--- config.mk ---
export PLATFORM = sky130hd
export DESIGN_NAME = alu32_core
export DESIGN_NICKNAME = d
export VERILOG_FILES = /design/src/rtl/alu32_pkg.sv /design/src/rtl/alu_operand_sel.sv /design/src/rtl/alu_shifter.sv /design/src/rtl/alu_arith_unit.sv /design/src/rtl/alu32_core.sv
export SDC_FILE = /design/constraint.sdc
export NUM_CORES = 1
export LEC_CHECK = 0
export ABC_CLOCK_PERIOD_IN_PS = 14920
export BUFFER_PORTS_ARGS = -buffer_cell sky130_fd_sc_hd__buf_2
export CAP_MARGIN = 30
export CORE_MARGIN = 2
export CORE_UTILIZATION = 25
export DETAILED_ROUTE_END_ITERATION = 10
export MAX_ROUTING_LAYER = met4
export PLACE_DENSITY = 0.51
export SLEW_MARGIN = 40
export SYNTH_ARGS = -nofsm -noshare
export SYNTH_HDL_FRONTEND = slang
export SYNTH_SLANG_ARGS = --single-unit
export TNS_END_PERCENT = 50
--- constraint.sdc ---
create_clock -name vclk -period 14.92
set_clock_uncertainty 0.2 [all_clocks]
set_input_delay 2.238 -clock vclk [all_inputs]
set_output_delay 2.238 -clock vclk [all_outputs]
set_load 0.03 [all_outputs]
--- src/rtl/alu32_pkg.sv ---
`timescale 1ns/1ps
package alu32_pkg;
  typedef enum logic [3:0] {
    OP_OR    = 4'b0000,
    OP_AND   = 4'b0001,
    OP_XOR   = 4'b0010,
    OP_ADD   = 4'b0011,
    OP_SUB   = 4'b0100,
    OP_SHL   = 4'b0101,
    OP_SHR   = 4'b0110,
    OP_NOT   = 4'b0111,
    OP_RSV8  = 4'b1000,
    OP_RSV9  = 4'b1001,
    OP_SLT   = 4'b1010,
    OP_SLTU  = 4'b1011,
    OP_LOAD  = 4'b1100,
    OP_LDHI  = 4'b1101,
    OP_SRA   = 4'b1110,
    OP_RSVF  = 4'b1111
  } alu_op_e;

  typedef enum logic [1:0] {
    SH_LEFT  = 2'd0,
    SH_RIGHT = 2'd1,
    SH_ARITH = 2'd2
  } shift_kind_e;
endpackage

--- src/rtl/alu_operand_sel.sv ---
`timescale 1ns/1ps
module alu_operand_sel #(
  parameter int DATA_W = 32,
  parameter int IMM_W  = 16
) (
  input  logic [DATA_W-1:0] b_reg_i,
  input  logic [IMM_W-1:0]  imm_i,
  input  logic              use_imm_i,
  output logic [DATA_W-1:0] b_o
);
  localparam int EXT_W = DATA_W - IMM_W;

  logic [DATA_W-1:0] imm_ext;
  assign imm_ext = {{EXT_W{imm_i[IMM_W-1]}}, imm_i};
  assign b_o     = use_imm_i ? imm_ext : b_reg_i;

  always_comb begin
    if (!use_imm_i) begin
      p_reg_pass_r11: assert (b_o == b_reg_i) else $error("operand B not register");
    end else begin
      p_sext_low_r11: assert (b_o[IMM_W-1:0] == imm_i) else $error("constant low bits");
    end
  end
endmodule

--- src/rtl/alu_shifter.sv ---
`timescale 1ns/1ps
module alu_shifter
  import alu32_pkg::*;
#(
  parameter int DATA_W = 32,
  localparam int SH_W  = $clog2(DATA_W)
) (
  input  logic [DATA_W-1:0] a_i,
  input  logic [SH_W-1:0]   amt_i,
  input  shift_kind_e       kind_i,
  output logic [DATA_W-1:0] res_o
);
  logic                     fill;
  logic [DATA_W-1:0]        a_rev;
  logic [DATA_W-1:0]        src;
  logic [DATA_W-1:0]        out_rev;
  logic [DATA_W-1:0]        stage [SH_W+1];

  // left shift reuses the right-shift stages on a bit-reversed word
  for (genvar i = 0; i < DATA_W; i++) begin : g_rev
    assign a_rev[i]   = a_i[DATA_W-1-i];
    assign out_rev[i] = stage[SH_W][DATA_W-1-i];
  end

  assign fill     = (kind_i == SH_ARITH) & a_i[DATA_W-1];
  assign src      = (kind_i == SH_LEFT) ? a_rev : a_i;
  assign stage[0] = src;

  for (genvar k = 0; k < SH_W; k++) begin : g_stage
    localparam int D = 1 << k;
    assign stage[k+1] = amt_i[k] ? {{D{fill}}, stage[k][DATA_W-1:D]} : stage[k];
  end

  assign res_o = (kind_i == SH_LEFT) ? out_rev : stage[SH_W];

  always_comb begin
    if (amt_i == '0) begin
      p_zero_amt_r3: assert (res_o == a_i) else $error("zero shift altered A");
    end
    if (kind_i == SH_ARITH && amt_i != '0) begin
      p_sign_fill_r4: assert (res_o[DATA_W-1] == a_i[DATA_W-1]) else $error("sign fill");
    end
  end
endmodule

--- src/rtl/alu_arith_unit.sv ---
`timescale 1ns/1ps
module alu_arith_unit
  import alu32_pkg::*;
#(
  parameter int DATA_W = 32
) (
  input  logic [DATA_W-1:0] a_i,
  input  logic [DATA_W-1:0] b_i,
  input  logic              sub_i,
  output logic [DATA_W-1:0] sum_o,
  output logic              lt_s_o,
  output logic              lt_u_o
);
  localparam int MSB = DATA_W - 1;

  logic [DATA_W-1:0] b_eff;
  logic [DATA_W:0]   wide;

  // one adder serves add, subtract and both compares
  assign b_eff  = sub_i ? ~b_i : b_i;
  assign wide   = {1'b0, a_i} + {1'b0, b_eff} + {{DATA_W{1'b0}}, sub_i};
  assign sum_o  = wide[DATA_W-1:0];
  assign lt_u_o = ~wide[DATA_W];
  assign lt_s_o = (a_i[MSB] ^ b_i[MSB]) ? a_i[MSB] : wide[MSB];

  always_comb begin
    if (sub_i && a_i == b_i) begin
      p_eq_not_lt_r6: assert (!lt_s_o && !lt_u_o) else $error("equal flagged less");
    end
    if (sub_i) begin
      p_sub_inverse_r2: assert (sum_o + b_i == a_i) else $error("difference wrong");
    end
  end
endmodule

--- src/rtl/alu32_core.sv ---
`timescale 1ns/1ps
module alu32_core
  import alu32_pkg::*;
#(
  parameter int DATA_W = 32,
  parameter int IMM_W  = 16,
  localparam int SH_W  = $clog2(DATA_W),
  localparam int LO_W  = DATA_W - IMM_W
) (
  input  logic [3:0]        op_i,
  input  logic [DATA_W-1:0] a_i,
  input  logic [DATA_W-1:0] b_reg_i,
  input  logic [IMM_W-1:0]  imm_i,
  input  logic              use_imm_i,
  output logic [DATA_W-1:0] result_o
);
  alu_op_e           op;
  logic [DATA_W-1:0] b_op;
  logic [DATA_W-1:0] sh_res;
  logic [DATA_W-1:0] sum;
  logic              lt_s;
  logic              lt_u;
  logic              use_sub;
  shift_kind_e       sh_kind;

  assign op      = alu_op_e'(op_i);
  assign use_sub = (op != OP_ADD);

  always_comb begin
    unique case (op)
      OP_SHL:  sh_kind = SH_LEFT;
      OP_SRA:  sh_kind = SH_ARITH;
      default: sh_kind = SH_RIGHT;
    endcase
  end

  alu_operand_sel #(.DATA_W(DATA_W), .IMM_W(IMM_W)) u_bsel (
    .b_reg_i  (b_reg_i),
    .imm_i    (imm_i),
    .use_imm_i(use_imm_i),
    .b_o      (b_op)
  );

  alu_shifter #(.DATA_W(DATA_W)) u_shift (
    .a_i   (a_i),
    .amt_i (b_op[SH_W-1:0]),
    .kind_i(sh_kind),
    .res_o (sh_res)
  );

  alu_arith_unit #(.DATA_W(DATA_W)) u_arith (
    .a_i   (a_i),
    .b_i   (b_op),
    .sub_i (use_sub),
    .sum_o (sum),
    .lt_s_o(lt_s),
    .lt_u_o(lt_u)
  );

  always_comb begin
    unique case (op)
      OP_OR:                    result_o = a_i | b_op;
      OP_AND:                   result_o = a_i & b_op;
      OP_XOR:                   result_o = a_i ^ b_op;
      OP_ADD, OP_SUB:           result_o = sum;
      OP_SHL, OP_SHR, OP_SRA:   result_o = sh_res;
      OP_NOT:                   result_o = ~a_i;
      OP_SLT:                   result_o = {{(DATA_W-1){1'b0}}, lt_s};
      OP_SLTU:                  result_o = {{(DATA_W-1){1'b0}}, lt_u};
      OP_LOAD:                  result_o = b_op;
      OP_LDHI:                  result_o = {imm_i, a_i[LO_W-1:0]};
      OP_RSV8, OP_RSV9, OP_RSVF: result_o = '0;
      default:                  result_o = '0;
    endcase
  end

  always_comb begin
    if (op == OP_RSV8 || op == OP_RSV9 || op == OP_RSVF) begin
      p_reserved_zero_r10: assert (result_o == '0) else $error("reserved code nonzero");
    end
    if (op == OP_SLT || op == OP_SLTU) begin
      p_slt_bool_r7: assert (result_o[DATA_W-1:1] == '0) else $error("compare not boolean");
    end
    if (op == OP_LDHI) begin
      p_ldhi_keep_r9: assert (result_o[LO_W-1:0] == a_i[LO_W-1:0]) else $error("low half lost");
    end
    if (op == OP_ADD) begin
      p_add_inverse_r2: assert (result_o - b_op == a_i) else $error("sum wrong");
    end
    if (op == OP_NOT) begin
      p_not_inv_r5: assert ((result_o ^ a_i) == '1) else $error("not wrong");
    end
    if (op == OP_LOAD && use_imm_i) begin
      p_load_const_r8: assert (result_o[IMM_W-1:0] == imm_i) else $error("load const");
    end
  end
endmodule

==> flow_summary.json <==
{
  "status": "completed",
  "finalCriticalPeriod_ns": 9.483,
  "grt_antenna_before_repair": 0,
  "global_route.overflow_total": 0,
  "post_route_ant_nets": 0,
  "timing.critical_path.from_type": "primary input",
  "portion_of_total_power_attributed_to_combinational_logic": 1.000,
  "grt_pass1_wl_um": 54560,
  "post_cts_buffers": 0,
  "synthesis.yosys.warnings": 0,
  "die_span_y_um": 174.9,
  "hold_fix_buffers_at_cts": 0,
  "synth_most_common_cell": "sky130_fd_sc_hd__nand2_1",
  "synth_fp_nets": 1207,
  "biggest_area_contributors_in_the_synthesized_netlist": "sky130_fd_sc_hd__ha_1, sky130_fd_sc_hd__mux2i_1, sky130_fd_sc_hd__mux4_2",
  "timing.fmax_ghz": 0.1055,
  "synth.cells.most_frequent": "sky130_fd_sc_hd__nand2_1, sky130_fd_sc_hd__a21oi_1, sky130_fd_sc_hd__ha_1",
  "timing.hold.worst.class": "primary input to output pin",
  "syn2layout_area_growth_pct": 12.96,
  "layout-drive-gt1-share": 0.1750,
  "post_synthesis_cell_type_with_the_largest_combined_area": "sky130_fd_sc_hd__ha_1",
  "post_synthesis_average_cell_area_um2": 7.127,
  "row_count": 62,
  "powerDensity_nw_per_um2": 50.52,
  "synth.cell_area_um2": 7298,
  "min_path_cells": 5,
  "wirelength_um": 36980,
  "layout.filler_cells": 3215,
  "num_antenna_cells": 0,
  "drtIter0Drc": 1102,
  "hold_start": "a_i[20]",
  "drv_slew": 0,
  "worst_max_slew_pin_slew_ns": 0.9271,
  "worstPathRequired_ns": 12.48,
  "synthDominantCellAreaShare": 0.1663,
  "layout.core_utilization": 0.2872,
  "post-route-drc-count": 0,
  "cp_data_arrival_time_ns": 7.04,
  "worst_slew_margin_rel": 0.3801,
  "post_synth_inst_count": 1024,
  "hpwl_um": 28220,
  "nClkBuffers": 0,
  "criticalPathCategory": "primary input to output pin",
  "gpl.final_weighted_congestion": 0.9932,
  "fp.dieArea_um2": 30580,
  "layout.sequential_cells": 0,
  "path_max_fanout": 17,
  "ys_types": 72,
  "vdd.ir_drop.worst_uv": 24.16,
  "drt_pass1_iterations": 8,
  "first_global_vias": 8325,
  "initial_standard_cell_utilization_of_the_core": 0.2543,
  "design.portCount": 117,
  "cts_resized": 0,
  "power_frac_seq": 0,
  "share_clk_of_total_power": 0,
  "static-leakage-power_nw": 3.670,
  "total_switching_power_mw": 0.2725,
  "final.period_utilization": 0.6356,
  "layout.nets": 1265,
  "regArea_um2": 0,
  "grt_start_max_net_pins": 54,
  "power.internal_mw": 0.1440,
  "number_of_vias_in_the_routed_layout": 8851,
  "hold_slack_ns": 4.866,
  "worst_hold_path.endpoint": "result_o[20]",
  "critical_path.endpoint_type": "output pin",
  "cap_violations": 0,
  "unrepaired_setup_endpoints_after_global_routing": "false",
  "core-area_um2": 28700,
  "synth_seq_area_share": 0,
  "place.port_buffers": 117,
  "avgViaCountPerCell": 6.046,
  "setup-tns-final_ns": 0,
  "finalSetupViolCount": 0,
  "drt-wirelength-per-cell_um": 25.26,
  "grtUsageTotal": 0.2390,
  "switching_share": 0.6543,
  "timing.final.hold_violations": 0,
  "fp.dieW_um": 174.9
}
critical path: stages:
cell                        delay, ns
sky130_fd_sc_hd__buf_2           0.52
sky130_fd_sc_hd__clkinv_1        0.69
sky130_fd_sc_hd__a21oi_1         0.52
sky130_fd_sc_hd__xor2_1          0.12
sky130_fd_sc_hd__ha_1            0.39
sky130_fd_sc_hd__o21ai_0         0.14
sky130_fd_sc_hd__o21ai_0         0.14
sky130_fd_sc_hd__o311a_1         0.42
sky130_fd_sc_hd__a41oi_1         0.47
sky130_fd_sc_hd__a21oi_1         0.19
sky130_fd_sc_hd__o41ai_1         0.62
sky130_fd_sc_hd__o2111ai_1       0.22
sky130_fd_sc_hd__o311ai_1        0.11
sky130_fd_sc_hd__buf_2           0.25
metrics by stage:
step | area [µm²] | worst slack, ns | power [mW] | std cells
after global routing | 8244 | 5.146 | 0.4464 | 1464
after CTS | 8239 | 5.560 | 0.4069 | 1464
after global placement | 8219 | 5.623 | 0.4057 | 1463
final | 8244 | 5.437 | 0.4165 | 1464
after floorplan | 7298 | 6.301 | 0.2749 | 1024
after detailed placement | 8239 | 5.596 | 0.4049 | 1464
cell usage in the layout, fill, tap and decap left out, types with 8 or more instances in the layout:
cell type,count
sky130_fd_sc_hd__o21ai_0,67
sky130_fd_sc_hd__a31oi_1,8
sky130_fd_sc_hd__a221oi_1,15
sky130_fd_sc_hd__ha_1,97
sky130_fd_sc_hd__nand2_1,114
sky130_fd_sc_hd__mux4_2,27
sky130_fd_sc_hd__a21oi_1,107
sky130_fd_sc_hd__buf_2,117
sky130_fd_sc_hd__a22oi_1,24
sky130_fd_sc_hd__xor2_1,29
sky130_fd_sc_hd__nand4_1,13
sky130_fd_sc_hd__inv_1,69
sky130_fd_sc_hd__xnor2_1,30
sky130_fd_sc_hd__buf_4,17
sky130_fd_sc_hd__o22ai_1,11
sky130_fd_sc_hd__a211oi_1,16
sky130_fd_sc_hd__mux2i_1,63
sky130_fd_sc_hd__nor2_1,56
sky130_fd_sc_hd__a222oi_1,8
sky130_fd_sc_hd__o211ai_1,19
sky130_fd_sc_hd__a2111oi_0,9
sky130_fd_sc_hd__nand3_1,15
sky130_fd_sc_hd__nor3_1,10
sky130_fd_sc_hd__a21o_1,17
sky130_fd_sc_hd__o221ai_1,9
per-layer routing:
layer | part of all wire | vias to the layer above | track usage
met5 | 0 | - | -
met4 | 0.052 | 0 | 0.09722
met3 | 0.077 | 93 | 0.02611
met2 | 0.45 | 499 | 0.3798
met1 | 0.42 | 4276 | 0.3093
li1 | - | 3983 | -
cell families (layout without fill, tap and decap cells):
group                    Yosys count  after routing  share of synthesized area
multiplexers                      98             98                     0.1876
XOR/XNOR                          59             59                    0.07080
adder cells (fa/ha/maj)           98             98                     0.1690
buffers and inverters            153            209                    0.08383
AND/OR/NAND/NOR                  243            243                     0.1468
AO/OA/AOI/OAI                    373            373                     0.3420
layout make-up:
cell class,instances,area (µm²),share of cell area
Inverter,74,277.8,0.03369
Multi-Input combinational cell,871,6763,0.8203
Tap cell,384,480.5,0.05828
Timing Repair Buffer,135,723.2,0.08772
power by group through the flow:
stage	combinational (mW)	clock (mW)	sequential [mW]
after global placement	0.406	0	0
after global routing	0.446	0	0
after CTS	0.407	0	0
after floorplan	0.275	0	0
final	0.416	0	0
after detailed placement	0.405	0	0
worst max path at each step:
stage	start	endpoint	slack [ns]	depth (start not counted)
after CTS	use_imm_i	result_o[0]	5.56	14
final	use_imm_i	result_o[0]	5.44	14
after global placement	use_imm_i	result_o[0]	5.62	14
after floorplan	use_imm_i	result_o[0]	6.30	16
after global routing	use_imm_i	result_o[0]	5.15	14
after detailed placement	use_imm_i	result_o[0]	5.60	14
Note: power is estimated with default switching activity, not from simulation.
